[config.mk]
export PLATFORM = sky130hd
export DESIGN_NAME = brk_ctrl_reg
export DESIGN_NICKNAME = d
export VERILOG_FILES = /design/src/rtl/brk_pkg.sv /design/src/rtl/brk_flags.sv /design/src/rtl/brk_cfg.sv /design/src/rtl/brk_trig.sv /design/src/rtl/brk_ctrl_reg.sv
export SDC_FILE = /design/constraint.sdc
export NUM_CORES = 1
export LEC_CHECK = 0
export CORE_MARGIN = 1
export CORE_UTILIZATION = 46
export DETAILED_ROUTE_END_ITERATION = 8
export DONT_BUFFER_PORTS = 1
export PLACE_DENSITY = 0.64
export SLEW_MARGIN = 20
export SYNTH_ARGS = -nofsm -noshare
export SYNTH_HDL_FRONTEND = slang
export SYNTH_SLANG_ARGS = --single-unit
export TNS_END_PERCENT = 100
[constraint.sdc]
create_clock -name clk -period 2.9 [get_ports clk]
set_clock_uncertainty 0.1 [all_clocks]
set_input_delay 0.58 -clock clk [delete_from_list [all_inputs] [get_ports clk]]
set_output_delay 0.58 -clock clk [all_outputs]
set_load 0.005 [all_outputs]
[src/rtl/brk_pkg.sv]
package brk_pkg;
  localparam int REG_W    = 32;
  localparam int FLAG_N   = 4;
  localparam int FLAG_LSB = 12;
  localparam int SEL_W    = 2;
  localparam int SEL_LSB  = 16;
  localparam int TIM_W    = 2;
  localparam int TIM_LSB  = 6;
  localparam int MAX_SPAN = 1 << ((1 << SEL_W) - 1);
  localparam int CNT_W    = $clog2(MAX_SPAN) + 1;
endpackage

[src/rtl/brk_flags.sv]
module brk_flags
  import brk_pkg::*;
#(
  parameter int N = FLAG_N
) (
  input  logic         clk,
  input  logic         rst_n,
  input  logic         hold_n,
  input  logic         wr_en,
  input  logic [N-1:0] wr_bits,
  input  logic [N-1:0] set_i,
  output logic [N-1:0] flags_o
);
  for (genvar i = 0; i < N; i++) begin : g_flag
    always_ff @(posedge clk or negedge rst_n) begin
      if (!rst_n) begin
        flags_o[i] <= 1'b0;
      end else if (hold_n) begin
        if (set_i[i]) begin
          flags_o[i] <= 1'b1;
        end else if (wr_en && !wr_bits[i]) begin
          flags_o[i] <= 1'b0;
        end
      end
    end

    AST_FLAG_SET: assert property (@(posedge clk) disable iff (!rst_n || !hold_n)
      set_i[i] |=> flags_o[i]);
    AST_FLAG_WR1_KEEP: assert property (@(posedge clk) disable iff (!rst_n || !hold_n)
      (wr_en && wr_bits[i] && !set_i[i]) |=> (flags_o[i] == $past(flags_o[i])));
  end
endmodule

[src/rtl/brk_cfg.sv]
module brk_cfg
  import brk_pkg::*;
#(
  parameter int SW = SEL_W,
  parameter int TW = TIM_W
) (
  input  logic          clk,
  input  logic          rst_n,
  input  logic          hold_n,
  input  logic          wr_en,
  input  logic [SW-1:0] wr_sel,
  input  logic [TW-1:0] wr_tim,
  output logic [SW-1:0] sel_o,
  output logic [TW-1:0] tim_o
);
  always_ff @(posedge clk or negedge rst_n) begin
    if (!rst_n) begin
      sel_o <= '0;
      tim_o <= '0;
    end else if (hold_n && wr_en) begin
      sel_o <= wr_sel;
      tim_o <= wr_tim;
    end
  end

  AST_CFG_HOLD: assert property (@(posedge clk) disable iff (!rst_n)
    (!wr_en || !hold_n) |=> ($stable(sel_o) && $stable(tim_o)));
endmodule

[src/rtl/brk_trig.sv]
module brk_trig
  import brk_pkg::*;
#(
  parameter int SW = SEL_W,
  parameter int CW = CNT_W
) (
  input  logic          clk,
  input  logic          rst_n,
  input  logic          fire_i,
  input  logic [SW-1:0] sel_i,
  output logic          trig_o
);
  logic [CW-1:0] rem_q;
  logic [CW-1:0] span_m1;

  assign span_m1 = CW'((32'd1 << sel_i) - 32'd1);

  always_ff @(posedge clk or negedge rst_n) begin
    if (!rst_n) begin
      rem_q  <= '0;
      trig_o <= 1'b0;
    end else if (fire_i) begin
      rem_q  <= span_m1;
      trig_o <= 1'b1;
    end else if (rem_q != '0) begin
      rem_q  <= rem_q - 1'b1;
      trig_o <= 1'b1;
    end else begin
      trig_o <= 1'b0;
    end
  end

  AST_TRIG_START: assert property (@(posedge clk) disable iff (!rst_n)
    fire_i |=> trig_o);
  AST_TRIG_HOLD: assert property (@(posedge clk) disable iff (!rst_n)
    (rem_q != '0) |=> trig_o);
  AST_TRIG_IDLE: assert property (@(posedge clk) disable iff (!rst_n)
    (!fire_i && rem_q == '0) |=> !trig_o);
endmodule

[src/rtl/brk_ctrl_reg.sv]
module brk_ctrl_reg
  import brk_pkg::*;
(
  input  logic              clk,
  input  logic              rst_full_n,
  input  logic              rst_warm_n,
  input  logic              wr_en,
  input  logic [REG_W-1:0]  wr_data,
  input  logic [FLAG_N-1:0] match_i,
  output logic [REG_W-1:0]  rd_data,
  output logic [TIM_W-1:0]  brk_timing_o,
  output logic              trig_o
);
  localparam logic [REG_W-1:0] LIVE_MASK =
      (((REG_W'(1) << FLAG_N) - 1) << FLAG_LSB) |
      (((REG_W'(1) << SEL_W) - 1) << SEL_LSB) |
      (((REG_W'(1) << TIM_W) - 1) << TIM_LSB);

  logic              rst_any_n;
  logic              fire;
  logic [FLAG_N-1:0] flags;
  logic [SEL_W-1:0]  sel;
  logic [TIM_W-1:0]  tim;

  assign rst_any_n = rst_full_n & rst_warm_n;
  assign fire      = (|match_i) & rst_warm_n;

  brk_flags #(.N(FLAG_N)) u_flags (
    .clk     (clk),
    .rst_n   (rst_full_n),
    .hold_n  (rst_warm_n),
    .wr_en   (wr_en),
    .wr_bits (wr_data[FLAG_LSB +: FLAG_N]),
    .set_i   (match_i),
    .flags_o (flags)
  );

  brk_cfg #(.SW(SEL_W), .TW(TIM_W)) u_cfg (
    .clk    (clk),
    .rst_n  (rst_full_n),
    .hold_n (rst_warm_n),
    .wr_en  (wr_en),
    .wr_sel (wr_data[SEL_LSB +: SEL_W]),
    .wr_tim (wr_data[TIM_LSB +: TIM_W]),
    .sel_o  (sel),
    .tim_o  (tim)
  );

  brk_trig #(.SW(SEL_W), .CW(CNT_W)) u_trig (
    .clk    (clk),
    .rst_n  (rst_any_n),
    .fire_i (fire),
    .sel_i  (sel),
    .trig_o (trig_o)
  );

  always_comb begin
    rd_data = '0;
    rd_data[FLAG_LSB +: FLAG_N] = flags;
    rd_data[SEL_LSB +: SEL_W]   = sel;
    rd_data[TIM_LSB +: TIM_W]   = tim;
  end

  assign brk_timing_o = tim;

  AST_RSVD_ZERO: assert property (@(posedge clk) disable iff (!rst_full_n)
    ((rd_data & ~LIVE_MASK) == '0));
endmodule

# Word-level counts from Yosys, hierarchy flattened
# Index checks and enable logic that the tools add are counted.
[totals]
inputBits = 40
ramBits = 0
latchBits = 0
register_bits = 13
elab_cells = 45
out_inout_bits = 35
mem_bits_ro = 0
mem_count = 0
[classes]
n_eq_ne = 0
reduce_logical = 20
n_mul = 0
n_shift = 1
addsub = 2
order_cmp = 0
bitwise_logic = 2
n_mux = 12
div_mod_pow = 0
[op_table]
columns = ["operator", "count"]
rows = [
  ["$mux 1", 10],
  ["$reduce_bool 2->1", 5],
  ["$mux 4", 2],
  ["$reduce_and 2->1", 4],
  ["$sub 4x1->4 const B", 2],
  ["$logic_and 1x1->1", 5],
  ["$logic_not 1->1", 4],
  ["$reduce_bool 4->1", 1],
  ["$reduce_or 4->1", 1],
  ["$shl 1x2->4 const A", 1],
  ["$and 1x1->1", 2],
]

# Longest topological paths before layout
# Gate-level depths: netlist (run 1).
[logic_depth]
ltp_word = 4
ltp_mapped = 8
mapped_depth_nobuf = 7

# By module
# A second synthesis (run 1) with hierarchy kept.
[hier_totals]
cells_unflattened = 73
area_unflattened_um2 = 802.0
[modules_own_cells]
columns = ["module", "instances", "cells_each", "area_per_inst_um2", "seq_area_each_um2"]
rows = [
  ["brk_trig", 1, 22, 246.5, 125.1],
  ["brk_ctrl_reg", 1, 29, 216.5, 0.0],
  ["brk_flags", 1, 13, 172.7, 100.1],
  ["brk_cfg", 1, 9, 166.4, 100.1],
]

# Worst setup path after synthesis (run 1)
# No wires, ideal clock.
[synth_path]
path_kind = "in2reg"
start = "input match_i[1]"
end = "register u_trig.rem_q[2]"
required_ps = 2661
arrival_ps = 2077
stages = 8
n_path_buf = 1
slack_ps = 585
setup_time_ps = 139
cell_sequence = "o41ai_4 -> buf_6 -> nor3_1 -> a21oi_1 -> ha_1 -> inv_1 -> and3_2 -> or4_1"
[synth_between]
elab_chain_cells = 3
word_cells_on_any_way = 4
classes_between = "mux: 1; bitwise: 1; reduce/logical: 2"
[synth_lines]
columns = ["element", "line_no", "text"]
rows = [
  ["start, declared", "brk_ctrl_reg.sv:9", "input logic [FLAG_N-1:0] match_i,"],
  ["$reduce_or 4->1 *", "brk_ctrl_reg.sv:26", "assign fire = (|match_i) & rst_warm_n;"],
  ["$and 1x1->1 *", "brk_ctrl_reg.sv:26", ""],
  ["$mux 4 / $reduce_bool 2->1 (equally long branches)", "-", ""],
  ["end signal, assigned", "brk_trig.sv:23", "rem_q <= span_m1;"],
  ["end signal, assigned", "brk_trig.sv:26", "rem_q <= rem_q - 1'b1;"],
  ["end, declared", "brk_trig.sv:13", "logic [CW-1:0] rem_q;"],
]
# Every way passes the cells marked *; elsewhere a longest branch is shown, timed or not.
# A chain may end at the register's enable or synchronous reset.

# Final worst setup path (run 1)
# Same ends and word-level chain as after synthesis.

==> out/summary.txt, run 1 <==
Status: finished, violations left
Failing checks: DRC
Row count: 14
Crit path required time: 2.95 ns
Pre-CTS setup slack: 0.449 ns
Most frequent cells in the layout: conb_1 (24), dfrtp_1 (13), nand2_1 (10)
Via/cell ratio: 4.91
Setup_tns: 0 ns
Proportion of synthesized chip area in sequential cells: 0.411
Drt wl/cell: 11.9 um
Antenna diodes: 0
Most common cell after layout, fill and taps aside: conb_1
Max VDD drop: 0.274 mV
CP Capture Type: flop
Post-synth top area cell: dfrtp_1
Average size of a mapped cell: 10.2 um2
Arr. time, crit path: 2.20 ns
CTS buffer count: 3
Critical path type: in -> reg
Flop pwr share: 0.555
Max-cap violations: 0
Core area: 1560 um2
Pin count of the biggest net entering global routing: 9
Fillers: 153
Clk slew on worst S/H paths: 0.08 ns
Starting Density: 0.508
Layout area overhead: -7.11%
Die ar.: 1890 um2
Net total in the final layout: 122
Final GP Congestion: 0.783
Max clock buf depth: 2
CTS tree: built
Met1 WL: 446 um
Total length of routed met2 wires: 545 um
Root Buffer Master: clkbuf_4
Final slew viol count: 0
Synth top area share: 0.411
Met3 Wirelength: 108 um
Die extent in x: 43.5 um
Reg2Reg Depth: 6
Gr ovfl total: 0
Static Leakage: 0.352 nW
DR pass1 iterations: 6
Post-synth cell types: 24
Sw frac: 0.308
Cell internal pwr: 0.310 mW
Worst slew margin: 0.610
Placed cells: 91
Final hold vios: 0
HP Class: in -> async
Post-route antenna net violation count: 0
Max FO, Critical Path: 7
RR Startpoint: u_cfg.sel_o[0]$_DFFE_PN0P_
Layout cells sized above 1: 0.125
Worst skew pair latency: 0.28 ns
RSZ-0062 raised after global routing: false
Critical R2R Capture: u_trig.rem_q[2]$_DFFE_PN0P_
P per Cell Area: 608 nW/um2
H-tree depth: 1
Worst-margin pin slew: 0.579 ns
Period utilization: 0.738
Post-layout util: 0.472
Tmin final: 2.14 ns
Top cells by area, synth: dfrtp_1 (41%), buf_4 (25%), nand2_1 (4.7%)
Synthesized instance count: 78
Fmax: 467 MHz
Comb pwr share: 0.193
Die Y: 43.5 um
I/O Buffers: 0
Drt drc: 8
Total clock sinks: 13
Final worst slack: 0.759 ns
Final Setup Violations: 0
Overall routing resource usage: 0.146
First DRT Iteration DRCs: 18
Element type at the critical path start: input port
First-pass GRT wire length: 1.94 mm
Sw power: 0.138 mW
Post-Route WL: 1.14 mm
Area post-placement: 699 um2
Yosys Warn Count: 0
Final Cell Area: 736 um2
Final Non-Filler Cells: 96
Vias in the first global route: 436
Initial antenna violation count: 0
Post-CTS Resized: 0
Post-DP HPWL: 869 um
Clock share of power: 0.252
#FFs+latches synth: 13
# IOs: 75
Vias post-DR: 471
Flop-to-flop setup slack: 1.01 ns
Mapped cell area: 792 um2
Uppermost routed layer: met4
sequential cells by signal, indices dropped and copies added, names as in the netlist:
| name | flops |
|---|---|
| u_cfg.sel_o | 2 |
| u_trig.rem_q | 4 |
| u_trig.trig_o | 1 |
| u_flags.flags_o | 4 |
| u_cfg.tim_o | 2 |
layout make-up:
type | instances | area, um2 | share of cell area
Clock buffer | 4 | 26.3 | 0.0357
Inverter | 1 | 3.75 | 0.00510
Multi-Input combinational cell | 60 | 343 | 0.466
Sequential cell | 13 | 325 | 0.442
Tap cell | 16 | 20.0 | 0.0272
Timing Repair Buffer | 2 | 17.5 | 0.0238
per-stage QoR:
stage / hold WS [ns] / power, mW
after floorplan: 0.184 / 0.347
after global placement: 0.185 / 0.333
after detailed placement: 0.185 / 0.337
after CTS: 0.0591 / 0.456
after global routing: 0.0687 / 0.481
final: 0.0550 / 0.447
kinds of logic after synthesis:
logic type,synth area share
muxes,0.0569
other,0.00473
and+or+nand+nor,0.144
adders and majority gates,0.0158
DFF,0.411
buffers and inverters,0.265
AOI/OAI and AO/OA,0.103
cells in the mapped netlist (all sizes together):
library cell  instances
o21ai                 4
or4                   1
nand2b                1
nand2                10
ha                    1
inv                   1
dfrtp                13
nor3                  2
and3                  1
nor4b                 1
o21a                  1
nor4                  1
buf                  27
o41ai                 1
o311a                 1
and2                  1
mux2                  4
a21oi                 3
nor3b                 2
nor2                  1
conb                  1
how the worst max path moves through the flow:
| stage | depth (start not counted) | start | end |
|---|---|---|---|
| 2_1_floorplan | 8 | match_i[1] | u_trig.rem_q[2]$_DFFE_PN0P_ |
| 3_5_place_dp | 7 | match_i[1] | u_trig.rem_q[2]$_DFFE_PN0P_ |
| 6_report | 7 | match_i[1] | u_trig.rem_q[2]$_DFFE_PN0P_ |
| 4_1_cts | 7 | match_i[1] | u_trig.rem_q[2]$_DFFE_PN0P_ |
| 3_3_place_gp | 7 | match_i[1] | u_trig.rem_q[2]$_DFFE_PN0P_ |
| 5_1_grt | 7 | match_i[1] | u_trig.rem_q[2]$_DFFE_PN0P_ |
metal layers:
layer  vias up  global-route usage
li1        217                   -
met1       216               0.152
met2        33               0.239
met3         5              0.0500
met4         0               0.113
met5         -                   0
power groups by stage:
stage | registers [mW] | logic, mW | clock network [mW]
6_report | 0.248 | 0.0863 | 0.113
2_1_floorplan | 0.244 | 0.103 | 0
5_1_grt | 0.254 | 0.0997 | 0.127
3_3_place_gp | 0.253 | 0.0799 | 0
4_1_cts | 0.249 | 0.0878 | 0.119
3_5_place_dp | 0.253 | 0.0843 | 0
critical path, cell delays in order:
cell,delay (ns)
o41ai_4,0.49
nor3_1,0.12
a21oi_1,0.15
ha_1,0.21
inv_1,0.07
and3_2,0.19
or4_1,0.39
timing repair:
action / 4_1_cts / 5_1_grt
endpoints found under the hold margin: 8 / 0
hold buffers: 1 / 0
setup buffers: 0 / 0
Power figures use the tool's default switching activity.
==> inputs of run 2 (changes only) <==
--- a/config.mk
+++ b/config.mk
@@ -9,7 +9,7 @@
 export CORE_UTILIZATION = 46
 export DETAILED_ROUTE_END_ITERATION = 8
 export DONT_BUFFER_PORTS = 1
-export PLACE_DENSITY = 0.64
+export PLACE_DENSITY = 0.66
 export SLEW_MARGIN = 20
 export SYNTH_ARGS = -nofsm -noshare
 export SYNTH_HDL_FRONTEND = slang
==> constraint.sdc (replaced) <==
create_clock -name clk -period 1.7 [get_ports clk]
set_clock_uncertainty 0.1 [all_clocks]
set_input_delay 0.34 -clock clk [delete_from_list [all_inputs] [get_ports clk]]
set_output_delay 0.34 -clock clk [all_outputs]
set_load 0.005 [all_outputs]
==> run 2 against run 1 <==
Against the previous run: the flow finishes with violations (DRC, setup timing); sequential share of layout area shrank 3.8 points; die area did not move; routed wire length grew 8.2%; via count up 6.6%; setup slack lost 0.86 ns; global-route usage up 1.4 points.
==> out/summary.txt, run 2 (same netlist as run 1, synthesis figures left out) <==
Status: finished, violations left
Failing checks: DRC, setup timing
RSZ-0062 raised after global routing: true
Crit path required time: 1.74 ns
CP Capture Type: flop
Max FO, Critical Path: 4
Overall routing resource usage: 0.159
RR Startpoint: u_cfg.sel_o[0]$_DFFE_PN0P_
Flop pwr share: 0.532
Period utilization: 1.06
Comb pwr share: 0.240
CTS tree: built
Worst hold path endpoint: u_flags.flags_o[0]$_DFFE_PN0P_
Area post-placement: 732 um2
Most common cell after layout, fill and taps aside: conb_1
Hold Path Cell Cnt: 2
Root Buffer Master: clkbuf_4
Cell internal pwr: 0.557 mW
Element type at the critical path start: input port
Fmax: 556 MHz
Pin count of the biggest net entering global routing: 10
Register Area: 325 um2
Arr. time, crit path: 1.84 ns
Flop-to-flop setup slack: -0.05 ns
Worst skew pair latency: 0.27 ns
H-tree depth: 1
Tmin final: 1.80 ns
First DRT Iteration DRCs: 19
Drt drc: 12
Sw frac: 0.303
Worst path max stage delay: 0.50 ns
Via/cell ratio: 4.83
Final hold vios: 0
Largest regs: u_flags.flags_o: 4 flops, u_trig.rem_q: 4 flops
Reg2Reg Depth: 6
HP Class: in -> reg
# IOs: 75
Net total in the final layout: 130
CTS buffer count: 3
Max-cap violations: 0
Slowest-stage cell, CP: or4_1
Area of the multi-input gates: 350 um2
Post-route antenna net violation count: 0
Total clock sinks: 13
Post-DP HPWL: 967 um
Hold Crit Start: match_i[0]
Vias in the first global route: 492
Hold WS: 0.0767 ns
Pre-CTS setup slack: -0.434 ns
First-pass GRT wire length: 2.16 mm
Sw power: 0.243 mW
Critical-path cell list: o41ai_4 -> buf_4 -> a21oi_1 -> ha_2 -> inv_2 -> nor4b_1 -> or4_1
Antenna diodes: 0
Die ar.: 1890 um2
Vias post-DR: 502
Max clock buf depth: 2
Final Setup Violations: 1
Clk slew on worst S/H paths: 0.08 ns
Layout cells sized above 1: 0.227
Max VDD drop: 0.641 mV
DR pass1 iterations: 7
Layout area overhead: 1.74%
Row count: 14
Die extent in x: 43.5 um
Critical R2R Capture: u_trig.rem_q[2]$_DFFE_PN0P_
Critical Path Source: match_i[2]
P per Cell Area: 993 nW/um2
Post-layout util: 0.517
Static Leakage: 0.389 nW
Final GP Congestion: 0.697
I/O Buffers: 0
Initial antenna violation count: 0
Final Cell Area: 806 um2
Core area: 1560 um2
Die Y: 43.5 um
Clock share of power: 0.228
Final slew viol count: 0
Most frequent cells in the layout: conb_1 (24), dfrtp_1 (13), nand2_1 (10)
Gr ovfl total: 0
Critical path type: in -> reg
Fillers: 137
Final worst slack: -0.0987 ns
Post-Route WL: 1.23 mm
Starting Density: 0.508
Drt wl/cell: 11.9 um
[run 2: metal layers]
layer | GRT usage | vias to the layer above | part of all wire
met5 | 0 | - | 0
met4 | 0.0375 | 0 | 0.012
met3 | 0.0875 | 2 | 0.077
met2 | 0.279 | 30 | 0.51
met1 | 0.167 | 238 | 0.40
li1 | - | 232 | -
[run 2: worst max path at each step]
stage | to | depth (start not counted)
final | u_trig.rem_q[2]$_DFFE_PN0P_ | 7
after global routing | u_trig.rem_q[2]$_DFFE_PN0P_ | 7
after CTS | u_trig.rem_q[2]$_DFFE_PN0P_ | 7
after detailed placement | u_trig.rem_q[2]$_DFFE_PN0P_ | 7
after global placement | u_trig.rem_q[2]$_DFFE_PN0P_ | 7
after floorplan | u_trig.rem_q[2]$_DFFE_PN0P_ | 8
[run 2: what timing repair did]
action | CTS | global route
hold endpoints to repair | 13 | 0
hold buffers | 2 | 0
resized for setup | 1 | 0
setup endpoints to repair | 1 | 1
buffers inserted | 2 | 1
pin swaps | 1 | 1
[run 2: critical path, delay by kind of cell]
family | cells | cell delay [ns]
AND/OR/NAND/NOR | 2 | 0.55
adder cells (fa/ha/maj) | 1 | 0.20
AO/OA/AOI/OAI | 2 | 0.50
buffers and inverters | 2 | 0.25
[run 2: metrics by stage]
step | total power [mW] | cells | setup TNS, ns
finish | 0.800 | 104 | -0.0987
floorplan | 0.596 | 101 | -0.370
CTS | 0.812 | 103 | -0.0747
detailed placement | 0.606 | 95 | -0.434
global placement | 0.597 | 95 | -0.358
global route | 0.862 | 104 | -0.148
[run 2: area by class of cell]
cell class	instances	share of cell area
Clock buffer	4	0.0326
Inverter	1	0.00466
Multi-Input combinational cell	60	0.435
Sequential cell	13	0.404
Tap cell	16	0.0248
Timing Repair Buffer	10	0.0994
[run 2: power by group through the flow]
stage | logic [mW] | registers (mW) | clock network, mW
4_1_cts | 0.190 | 0.426 | 0.197
6_report | 0.192 | 0.425 | 0.182
3_3_place_gp | 0.170 | 0.427 | 0
3_5_place_dp | 0.177 | 0.429 | 0
5_1_grt | 0.225 | 0.433 | 0.204
2_1_floorplan | 0.180 | 0.416 | 0
